<file path="config.mk">
export PLATFORM = sky130hd
export DESIGN_NAME = sys_tick_timer
export DESIGN_NICKNAME = d
export VERILOG_FILES = /design/src/rtl/stt_pkg.sv /design/src/rtl/stt_ctrl.sv /design/src/rtl/stt_datapath.sv /design/src/rtl/sys_tick_timer.sv
export SDC_FILE = /design/constraint.sdc
export NUM_CORES = 1
export LEC_CHECK = 0
export BUFFER_PORTS_ARGS = -buffer_cell sky130_fd_sc_hd__buf_2
export CORE_ASPECT_RATIO = 1.5
export CORE_MARGIN = 10
export CORE_UTILIZATION = 45
export CTS_CLUSTER_SIZE = 16
export DETAILED_ROUTE_END_ITERATION = 6
export SYNTH_ARGS = -nofsm -noshare
export SYNTH_HDL_FRONTEND = slang
export SYNTH_SLANG_ARGS = --single-unit
</file>
<file path="constraint.sdc">
create_clock -name clk -period 8.6 [get_ports clk]
set_input_delay 0.43 -clock clk [delete_from_list [all_inputs] [get_ports clk]]
set_output_delay 0.43 -clock clk [all_outputs]
set_load 0.05 [all_outputs]
</file>
<file path="src/rtl/stt_pkg.sv">
package stt_pkg;

  // Register byte offsets (software decodes these)
  localparam int OFF_CNT_LO  = 'h100;
  localparam int OFF_CNT_HI  = 'h104;
  localparam int OFF_WS_CNT  = 'h110;
  localparam int OFF_CMP_LO  = 'h200;
  localparam int OFF_CMP_HI  = 'h204;
  localparam int OFF_INCR    = 'h208;
  localparam int OFF_CTRL    = 'h240;
  localparam int OFF_IRQ_ST  = 'h244;
  localparam int OFF_IRQ_EN  = 'h248;
  localparam int OFF_WS_CMP  = 'h24C;

  // Control field positions
  localparam int RUN_BIT   = 8;
  localparam int AUTO_BIT  = 1;
  localparam int CMPEN_BIT = 0;

  // Write-status field positions in the compare-group status register
  localparam int WS_CTRL_BIT = 16;

  // Write strobes from control to datapath
  typedef struct packed {
    logic ctrl;
    logic incr;
    logic cmpHi;
    logic cmpLo;
    logic cntHi;
    logic cntLo;
  } wrStrobe_t;

  localparam int NUM_TRACKED = $bits(wrStrobe_t);

endpackage

</file>
<file path="src/rtl/stt_ctrl.sv">
module stt_ctrl
  import stt_pkg::*;
#(
  parameter int ADDR_W    = 12,
  parameter int ACK_DELAY = 3
) (
  input  logic              clk,
  input  logic              rstN,
  input  logic [ADDR_W-1:0] addr,
  input  logic              wrEn,
  input  logic [3:0]        wrFlags,   // {wrData[16], wrData[2:0]}
  input  logic              matchHit,
  output wrStrobe_t         stb,
  output logic              irqPend,
  output logic              irqEn,
  output logic [1:0]        wsCnt,
  output logic [3:0]        wsCmp
);

  logic                   hitStat, hitEn, hitWsCnt, hitWsCmp;
  logic                   clrIrq;
  logic [NUM_TRACKED-1:0] wrVec;
  logic [NUM_TRACKED-1:0] clrVec;
  logic [NUM_TRACKED-1:0] wsFlags;

  always_comb begin
    stb.cntLo = wrEn && (addr == ADDR_W'(OFF_CNT_LO));
    stb.cntHi = wrEn && (addr == ADDR_W'(OFF_CNT_HI));
    stb.cmpLo = wrEn && (addr == ADDR_W'(OFF_CMP_LO));
    stb.cmpHi = wrEn && (addr == ADDR_W'(OFF_CMP_HI));
    stb.incr  = wrEn && (addr == ADDR_W'(OFF_INCR));
    stb.ctrl  = wrEn && (addr == ADDR_W'(OFF_CTRL));
    hitStat   = wrEn && (addr == ADDR_W'(OFF_IRQ_ST));
    hitEn     = wrEn && (addr == ADDR_W'(OFF_IRQ_EN));
    hitWsCnt  = wrEn && (addr == ADDR_W'(OFF_WS_CNT));
    hitWsCmp  = wrEn && (addr == ADDR_W'(OFF_WS_CMP));
  end

  assign clrIrq = hitStat && wrFlags[0];

  // Interrupt status: a match wins over a simultaneous clear
  always_ff @(posedge clk or negedge rstN) begin
    if (!rstN) begin
      irqPend <= 1'b0;
      irqEn   <= 1'b0;
    end else begin
      if (matchHit)    irqPend <= 1'b1;
      else if (clrIrq) irqPend <= 1'b0;
      if (hitEn)       irqEn   <= wrFlags[0];
    end
  end

  // Channel order follows wrStrobe_t: cntLo, cntHi, cmpLo, cmpHi, incr, ctrl
  assign wrVec  = stb;
  assign clrVec = {hitWsCmp && wrFlags[3],
                   hitWsCmp && wrFlags[2],
                   hitWsCmp && wrFlags[1],
                   hitWsCmp && wrFlags[0],
                   hitWsCnt && wrFlags[1],
                   hitWsCnt && wrFlags[0]};

  // Write-acknowledge delay line per tracked register
  for (genvar ch = 0; ch < NUM_TRACKED; ch++) begin : g_ack
    logic [ACK_DELAY-1:0] ackPipe;
    always_ff @(posedge clk or negedge rstN) begin
      if (!rstN) begin
        ackPipe     <= '0;
        wsFlags[ch] <= 1'b0;
      end else begin
        ackPipe[0] <= wrVec[ch];
        for (int i = 1; i < ACK_DELAY; i++) ackPipe[i] <= ackPipe[i-1];
        if (ackPipe[ACK_DELAY-1]) wsFlags[ch] <= 1'b1;
        else if (clrVec[ch])      wsFlags[ch] <= 1'b0;
      end
    end
  end

  assign wsCnt = wsFlags[1:0];
  assign wsCmp = wsFlags[5:2];

endmodule

</file>
<file path="src/rtl/stt_datapath.sv">
module stt_datapath
  import stt_pkg::*;
#(
  parameter int DATA_W = 32,
  localparam int CNT_W = 2 * DATA_W
) (
  input  logic              clk,
  input  logic              rstN,
  input  wrStrobe_t         stb,
  input  logic [DATA_W-1:0] wrData,
  output logic [CNT_W-1:0]  cntVal,
  output logic [CNT_W-1:0]  cmpVal,
  output logic [DATA_W-1:0] incrVal,
  output logic [2:0]        ctrlBits,  // {run, autoInc, cmpEn}
  output logic              matchHit
);

  logic run, autoInc, cmpEn;

  assign {run, autoInc, cmpEn} = ctrlBits;
  assign matchHit = cmpEn && (cntVal == cmpVal);

  // Free-running counter; a software load wins over counting
  always_ff @(posedge clk or negedge rstN) begin
    if (!rstN)          cntVal <= '0;
    else if (stb.cntLo) cntVal <= {cntVal[CNT_W-1:DATA_W], wrData};
    else if (stb.cntHi) cntVal <= {wrData, cntVal[DATA_W-1:0]};
    else if (run)       cntVal <= cntVal + CNT_W'(1);
  end

  // Comparator; a software load wins over the periodic re-arm
  always_ff @(posedge clk or negedge rstN) begin
    if (!rstN)                     cmpVal <= '0;
    else if (stb.cmpLo)            cmpVal <= {cmpVal[CNT_W-1:DATA_W], wrData};
    else if (stb.cmpHi)            cmpVal <= {wrData, cmpVal[DATA_W-1:0]};
    else if (matchHit && autoInc)  cmpVal <= cmpVal + CNT_W'(incrVal);
  end

  always_ff @(posedge clk or negedge rstN) begin
    if (!rstN) begin
      incrVal  <= '0;
      ctrlBits <= '0;
    end else begin
      if (stb.incr) incrVal  <= wrData;
      if (stb.ctrl) ctrlBits <= {wrData[RUN_BIT], wrData[AUTO_BIT], wrData[CMPEN_BIT]};
    end
  end

endmodule

</file>
<file path="src/rtl/sys_tick_timer.sv">
module sys_tick_timer
  import stt_pkg::*;
#(
  parameter int ADDR_W    = 12,
  parameter int DATA_W    = 32,
  parameter int ACK_DELAY = 3
) (
  input  logic              clk,
  input  logic              rstN,
  input  logic [ADDR_W-1:0] addr,
  input  logic              wrEn,
  input  logic [DATA_W-1:0] wrData,
  output logic [DATA_W-1:0] rdData,
  output logic              irq
);

  localparam int CNT_W = 2 * DATA_W;

  wrStrobe_t         stb;
  logic [CNT_W-1:0]  cntVal;
  logic [CNT_W-1:0]  cmpVal;
  logic [DATA_W-1:0] incrVal;
  logic [2:0]        ctrlBits;
  logic              matchHit;
  logic              irqPend;
  logic              irqEn;
  logic [1:0]        wsCnt;
  logic [3:0]        wsCmp;

  stt_ctrl #(
    .ADDR_W   (ADDR_W),
    .ACK_DELAY(ACK_DELAY)
  ) ctrlInst (
    .clk     (clk),
    .rstN    (rstN),
    .addr    (addr),
    .wrEn    (wrEn),
    .wrFlags ({wrData[WS_CTRL_BIT], wrData[2:0]}),
    .matchHit(matchHit),
    .stb     (stb),
    .irqPend (irqPend),
    .irqEn   (irqEn),
    .wsCnt   (wsCnt),
    .wsCmp   (wsCmp)
  );

  stt_datapath #(
    .DATA_W(DATA_W)
  ) dpInst (
    .clk     (clk),
    .rstN    (rstN),
    .stb     (stb),
    .wrData  (wrData),
    .cntVal  (cntVal),
    .cmpVal  (cmpVal),
    .incrVal (incrVal),
    .ctrlBits(ctrlBits),
    .matchHit(matchHit)
  );

  assign irq = irqPend && irqEn;

  always_comb begin
    rdData = '0;
    case (addr)
      ADDR_W'(OFF_CNT_LO): rdData = cntVal[DATA_W-1:0];
      ADDR_W'(OFF_CNT_HI): rdData = cntVal[CNT_W-1:DATA_W];
      ADDR_W'(OFF_WS_CNT): rdData[1:0] = wsCnt;
      ADDR_W'(OFF_CMP_LO): rdData = cmpVal[DATA_W-1:0];
      ADDR_W'(OFF_CMP_HI): rdData = cmpVal[CNT_W-1:DATA_W];
      ADDR_W'(OFF_INCR):   rdData = incrVal;
      ADDR_W'(OFF_CTRL): begin
        rdData[RUN_BIT]   = ctrlBits[2];
        rdData[AUTO_BIT]  = ctrlBits[1];
        rdData[CMPEN_BIT] = ctrlBits[0];
      end
      ADDR_W'(OFF_IRQ_ST): rdData[0] = irqPend;
      ADDR_W'(OFF_IRQ_EN): rdData[0] = irqEn;
      ADDR_W'(OFF_WS_CMP): begin
        rdData[WS_CTRL_BIT] = wsCmp[3];
        rdData[2:0]         = wsCmp[2:0];
      end
      default: rdData = '0;
    endcase
  end

endmodule

</file>
* Word-level counts from Yosys, hierarchy flattened
Cells that the tools add are included.
** Word-level totals
- Bits in registers :: 189
- Output and inout bits :: 33
** Operators by class
- Equal/unequal tests :: 13
- Reduce and logical (&&, ||, !) cells :: 35
- $add $sub $neg :: 2
- Bitwise gates (word level) :: 2
- Multiplexer cells :: 28
** Operator list (number)
- 2-to-1 mux 64 bit :: 4
- equality test 12 x 10 -> 1 bit, second input constant :: 7
- one-hot mux 15 bit (5 select lines) :: 1
- adder 64 x 1 -> 64 bit, second input constant :: 1
- adder 64 x 32 -> 64 bit :: 1
- equality test 64 bit :: 1
- 2-to-1 mux 32 bit :: 2
- equality test 12 x 9 -> 1 bit, second input constant :: 3
- one-hot mux 7 bit (5 select lines) :: 1
- one-hot mux 5 bit (5 select lines) :: 1
- nonzero test 2 bit :: 11
- logical AND 1 bit :: 20
- one-hot mux 1 bit (6 select lines) :: 3
- 2-to-1 mux 1 bit :: 14
- one-hot mux 1 bit (10 select lines) :: 1
- one-hot mux 1 bit (8 select lines) :: 1
- AND reduction 2 bit :: 4
- != test 2 bit, second input constant :: 2
- NOT 1 bit :: 2

* Depth between registers and ports, before layout
- Depth after elaboration :: 6
- Mapped depth :: 11
- Mapped depth without buffers :: 10

* Hierarchy
Synthesis repeated with hierarchy kept, for this count alone.
** Unflattened totals
- Cell total of the unflattened synthesis :: 1628
- Area, all modules :: 13726.9 um^2
** By module, submodules not included
- stt_datapath :: times used 1, cells an instance 1356, area an instance 11345.9 um^2, seq. area each 4078.9 um^2
- sys_tick_timer :: times used 1, cells an instance 200, area an instance 1430.1 um^2, seq. area each 0.0 um^2
- stt_ctrl :: times used 1, cells an instance 72, area an instance 950.9 um^2, seq. area each 650.6 um^2

* Worst setup path before layout
Ideal clock, no wire load.
- Kind :: register to register
- Start point :: register dpInst.cmpVal[17]
- End point :: register dpInst.cmpVal[47]
- Clock period less this slack :: 3302 ps
- Path slack :: 5298 ps
- Data arrival time :: 3220 ps
- Path buffers :: 1
- Cell stages (with the launch flop) :: 11
- Path through :: dfrtp_1 ha_1 buf_4 nand2_1 or4_4 or4_4 o221ai_2 o2111ai_4 a2111o_1 or3_1 a31oi_1
** Between the ends
- Cells in the longest elaborated chain, start to end :: 5
- Elaborated cells on any way between the ends :: 8
** Ends and longest elaborated chain
- start, declared :: line stt_datapath.sv:12 : output logic [CNT_W-1:0] cmpVal,
- start signal, assigned :: line stt_datapath.sv:34 : else if (stb.cmpLo) cmpVal <= {cmpVal[CNT_W-1:DATA_W], wrData};
- start signal, assigned :: line stt_datapath.sv:35 : else if (stb.cmpHi) cmpVal <= {wrData, cmpVal[DATA_W-1:0]};
- start signal, assigned :: line stt_datapath.sv:36 : else if (matchHit && autoInc) cmpVal <= cmpVal + CNT_W'(incrVal);
- parallel branches: the longest is 5 deep, another holds adder 64 x 32 -> 64 bit
Parallel ways; which one is timed is not known. The select of a mux whose other input is x is not followed.
A chain may end at the register's enable or synchronous reset.

* Final worst setup path
- Start point :: register dpInst.cmpVal[58]
- End point :: register dpInst.cmpVal[47]
** Between the ends
- Cells in the longest elaborated chain, start to end :: 5
** Ends and longest elaborated chain
- equality test 64 bit :: line stt_datapath.sv:21 : assign matchHit = cmpEn && (cntVal == cmpVal);
- logical AND 1 bit :: line stt_datapath.sv:21
- logical AND 1 bit :: line stt_datapath.sv:36
- nonzero test 2 bit (no source line)
- AND reduction 2 bit (no source line)
Every way passes these cells.

==> flow_metrics.py <==
metrics = {
    "global_routing": {
        "grt_pass1_wl_um": 79000,
        "grt.total_usage_pct": 28.2,
        "grt_overflow": 0,
        "antenna_found_initial": 0,
        "grt_max_degree": 71,
        "grt_pass1_vias": 12476,
    },
    "timing": {
        "fmax_mhz": 234,
        "hold_viol": 0,
        "slew_viol_final": 0,
        "period_share_pct": 49.8,
        "skew_ns": 0.0139,
        "rsz0062_at_grt": "false",
        "finalSetupViolations": 0,
        "fin_crit_ns": 4.28,
        "slew-limit-headroom_pct": 14.6,
        "setup_tns_ns": 0,
        "worst_pin_slew_ns": 1.27,
    },
    "floorplanning": {
        "die_area_um2": 36500,
        "row_count": 76,
        "fp.dieW_um": 159,
        "die_h_um": 229,
        "coreArea_um2": 28700,
        "io_pins": 80,
        "start_util_pct": 45.6,
    },
    "worst_setup_path": {
        "cp_top_family": "simple AND/OR/NAND/NOR gates",
        "setup.worst_path.class": "reg -> reg",
        "cp_num_buf_inv": 0,
        "max_stage_delay_ns": 0.78,
        "cp-end-kind": "flip-flop",
        "cp_max_fo": 15,
        "cp-start-kind": "flip-flop",
        "cpMostUsedCell": "nand4_1",
        "cp.required_ns": 8.96,
        "arrival_ns": 4.64,
        "crit_path_cell_trace": "nor2b_1 -> a2111oi_0 -> nand4_1 -> nor4_2 -> nand4_1 -> a2111o_1 -> or3_1 -> a31oi_1",
        "worst_path_max_delay_cell": "nor4_2",
    },
    "outcome": {
        "status": "complete, but fails checks",
        "violations": "design-rule violations",
    },
    "logic_synthesis": {
        "ys_async_sr_fraction_pct": 100,
        "syn_area_per_cell_um2": 8.39,
        "ys_seq_elements": 189,
        "yosysWarnings": 0,
        "synth_top_area_share_pct": 36.1,
        "yosysMostFrequentCell": "dfrtp_1",
        "synth-edff-count": 0,
        "netlist_area_um2": 13100,
        "syn_nets": 1641,
        "seq_area_frac_synth_pct": 36.1,
        "synth_cells": 1560,
        "yosys.area.top_type": "dfrtp_1",
        "synth_ff_type": "dfrtp_1",
        "synth.distinct_cells": 75,
        "ys_top_cells_by_area": "dfrtp_1 36%, a21oi_1 5.7%, nand2_1 5.0%, xor2_1 4.4%, nor2_1 3.6%",
        "yosys-top-cells-count": "189 x dfrtp_1, 174 x nand2_1, 150 x a21oi_1",
    },
    "place": {
        "hpwl_um": 39500,
        "numPortBuffers": 79,
        "gp_congestion": 1.07,
        "dpl_cell_area_um2": 13700,
    },
    "run": {
        "maxCapViolations": 0,
    },
    "cells_and_area": {
        "synthToLayoutAreaGrowth_pct": 9.32,
        "final_core_util_pct": 49.8,
        "diodes": 0,
        "stdcell_area_um2": 14300,
        "drive_gt1_share_pct": 12.1,
        "nNetsFinal": 1651,
    },
    "clocking": {
        "clock_sinks": 189,
        "clk_latency_ns": 0.44,
        "post_cts_buffers": 0,
        "cts_max_path_buffers": 2,
        "htree_levels": 4,
        "hold_buffers": 1,
        "cts_buffers": 17,
        "cts_root_buffer": "clkbuf_16",
        "cts.clk_slew.worst_paths_ns": 0.08,
        "cts_tree": "built",
        "cts_resized": 0,
    },
    "power": {
        "power.density_nw_per_um2": 136,
        "power_leakage_nw": 6.27,
        "ir_drop_mv": 0.102,
    },
    "routing": {
        "vias_per_cell": 6.57,
        "drc": 5,
        "vias": 12949,
        "routed_wl_um": 53000,
        "ant_nets": 0,
        "drtIter0Drc": 1507,
        "post_drt_wl_per_cell_um": 26.9,
        "first_pass_iters": 7,
    },
    "hold_path": {
        "hold_class": "in -> reg",
    },
}
[layout by cell type, fill, tap and decap left out, types with 28 or more instances in the layout]
cell type / netlist / final
mux2_2: 35 / 35
a222oi_1: 35 / 35
nor2_1: 127 / 126
and3_1: 28 / 28
o21ai_0: 91 / 91
ha_1: 33 / 33
buf_2: 8 / 78
xnor2_1: 54 / 54
a22oi_1: 41 / 41
inv_1: 30 / 30
dfrtp_1: 189 / 189
xor2_1: 66 / 66
nand4_1: 59 / 59
nand2_1: 174 / 172
a21oi_1: 150 / 149
nand3_1: 63 / 63
[flip-flops by register name, summed over array words and instances (netlist names)]
signal                  cells
dpInst.cmpVal              64
dpInst.cntVal              64
dpInst.incrVal             32
ctrlInst.g_ack.ackPipe     18
ctrlInst.wsCmp              4
dpInst.ctrlBits             3
ctrlInst.wsCnt              2
ctrlInst.irqEn              1
ctrlInst.irqPend            1
[worst min-delay path, stage by stage]
cell     delay [ns]
buf_2          0.15
nor2_1         0.11
a21oi_1        0.04
[power by group]
| group | leakage [nW] | internal [W] | total [W] | switching, W |
|---|---|---|---|---|
| Clock | 0.288 | 0.000446 | 0.000813 | 0.000367 |
| Combinational | 3.49 | 0.0000592 | 0.000171 | 0.000112 |
| Sequential | 2.49 | 0.000911 | 0.000960 | 0.0000489 |
| Total | 6.27 | 0.00142 | 0.00194 | 0.000528 |
[final cells by class]
cell class,instances,area [µm²]
fillers,2867,14400
multi-input cells,1235,7860
flip-flops and latches,189,4730
repair buffers,95,527
well taps,390,488
clock buffers,19,453
clock inverters,12,136
inverters,32,120
[per-stage QoR]
step	setup slack (ns)	total power, W	hold slack, ns	cells
5_1_grt	3.98	0.00200	0.318	1972
4_1_cts	4.50	0.00195	0.313	1972
6_report	4.32	0.00194	0.326	1972
2_1_floorplan	5.30	0.00104	0.134	1560
3_3_place_gp	4.43	0.00114	0.333	1940
3_5_place_dp	4.30	0.00114	0.335	1940
[logic make-up after synthesis]
kind of cell,Yosys count,synth area share [%]
fa+ha+maj,34,3.31
buf+inv,136,4.03
flops,189,36.1
xor+xnor,120,8.03
simple gates,566,21.1
mux,54,4.46
compound gates,461,22.9
[per-layer routing]
| layer | track usage [%] | up-vias | wire length [µm] |
|---|---|---|---|
| li1 | - | 5799 | - |
| met1 | 32.6 | 6233 | 19800 |
| met2 | 45.6 | 727 | 24500 |
| met3 | 5.55 | 190 | 4150 |
| met4 | 20.7 | 0 | 4540 |
| met5 | 0 | - | 0 |
[path summary, 6_finish.rpt]
check                                                  startpoint                                      to  slack (ns)  depth (start not counted)
max in group asynchronous                                    rstN           dpInst.cntVal[38]$_DFFE_PN0P_        5.92                          4
min                                                    wrData[30]           dpInst.cntVal[30]$_DFFE_PN0P_        0.33                          3
min in group asynchronous                                    rstN            dpInst.cmpVal[1]$_DFFE_PN0P_        0.54                          2
max reg2reg                         dpInst.cmpVal[58]$_DFFE_PN0P_           dpInst.cmpVal[47]$_DFFE_PN0P_        4.32                          8
min reg2reg                ctrlInst.g_ack[0].ackPipe[0]$_DFF_PN0_  ctrlInst.g_ack[0].ackPipe[1]$_DFF_PN0_        0.35                          0
max                                 dpInst.cmpVal[58]$_DFFE_PN0P_           dpInst.cmpVal[47]$_DFFE_PN0P_        4.32                          8
Power figures use the tool's default switching activity.
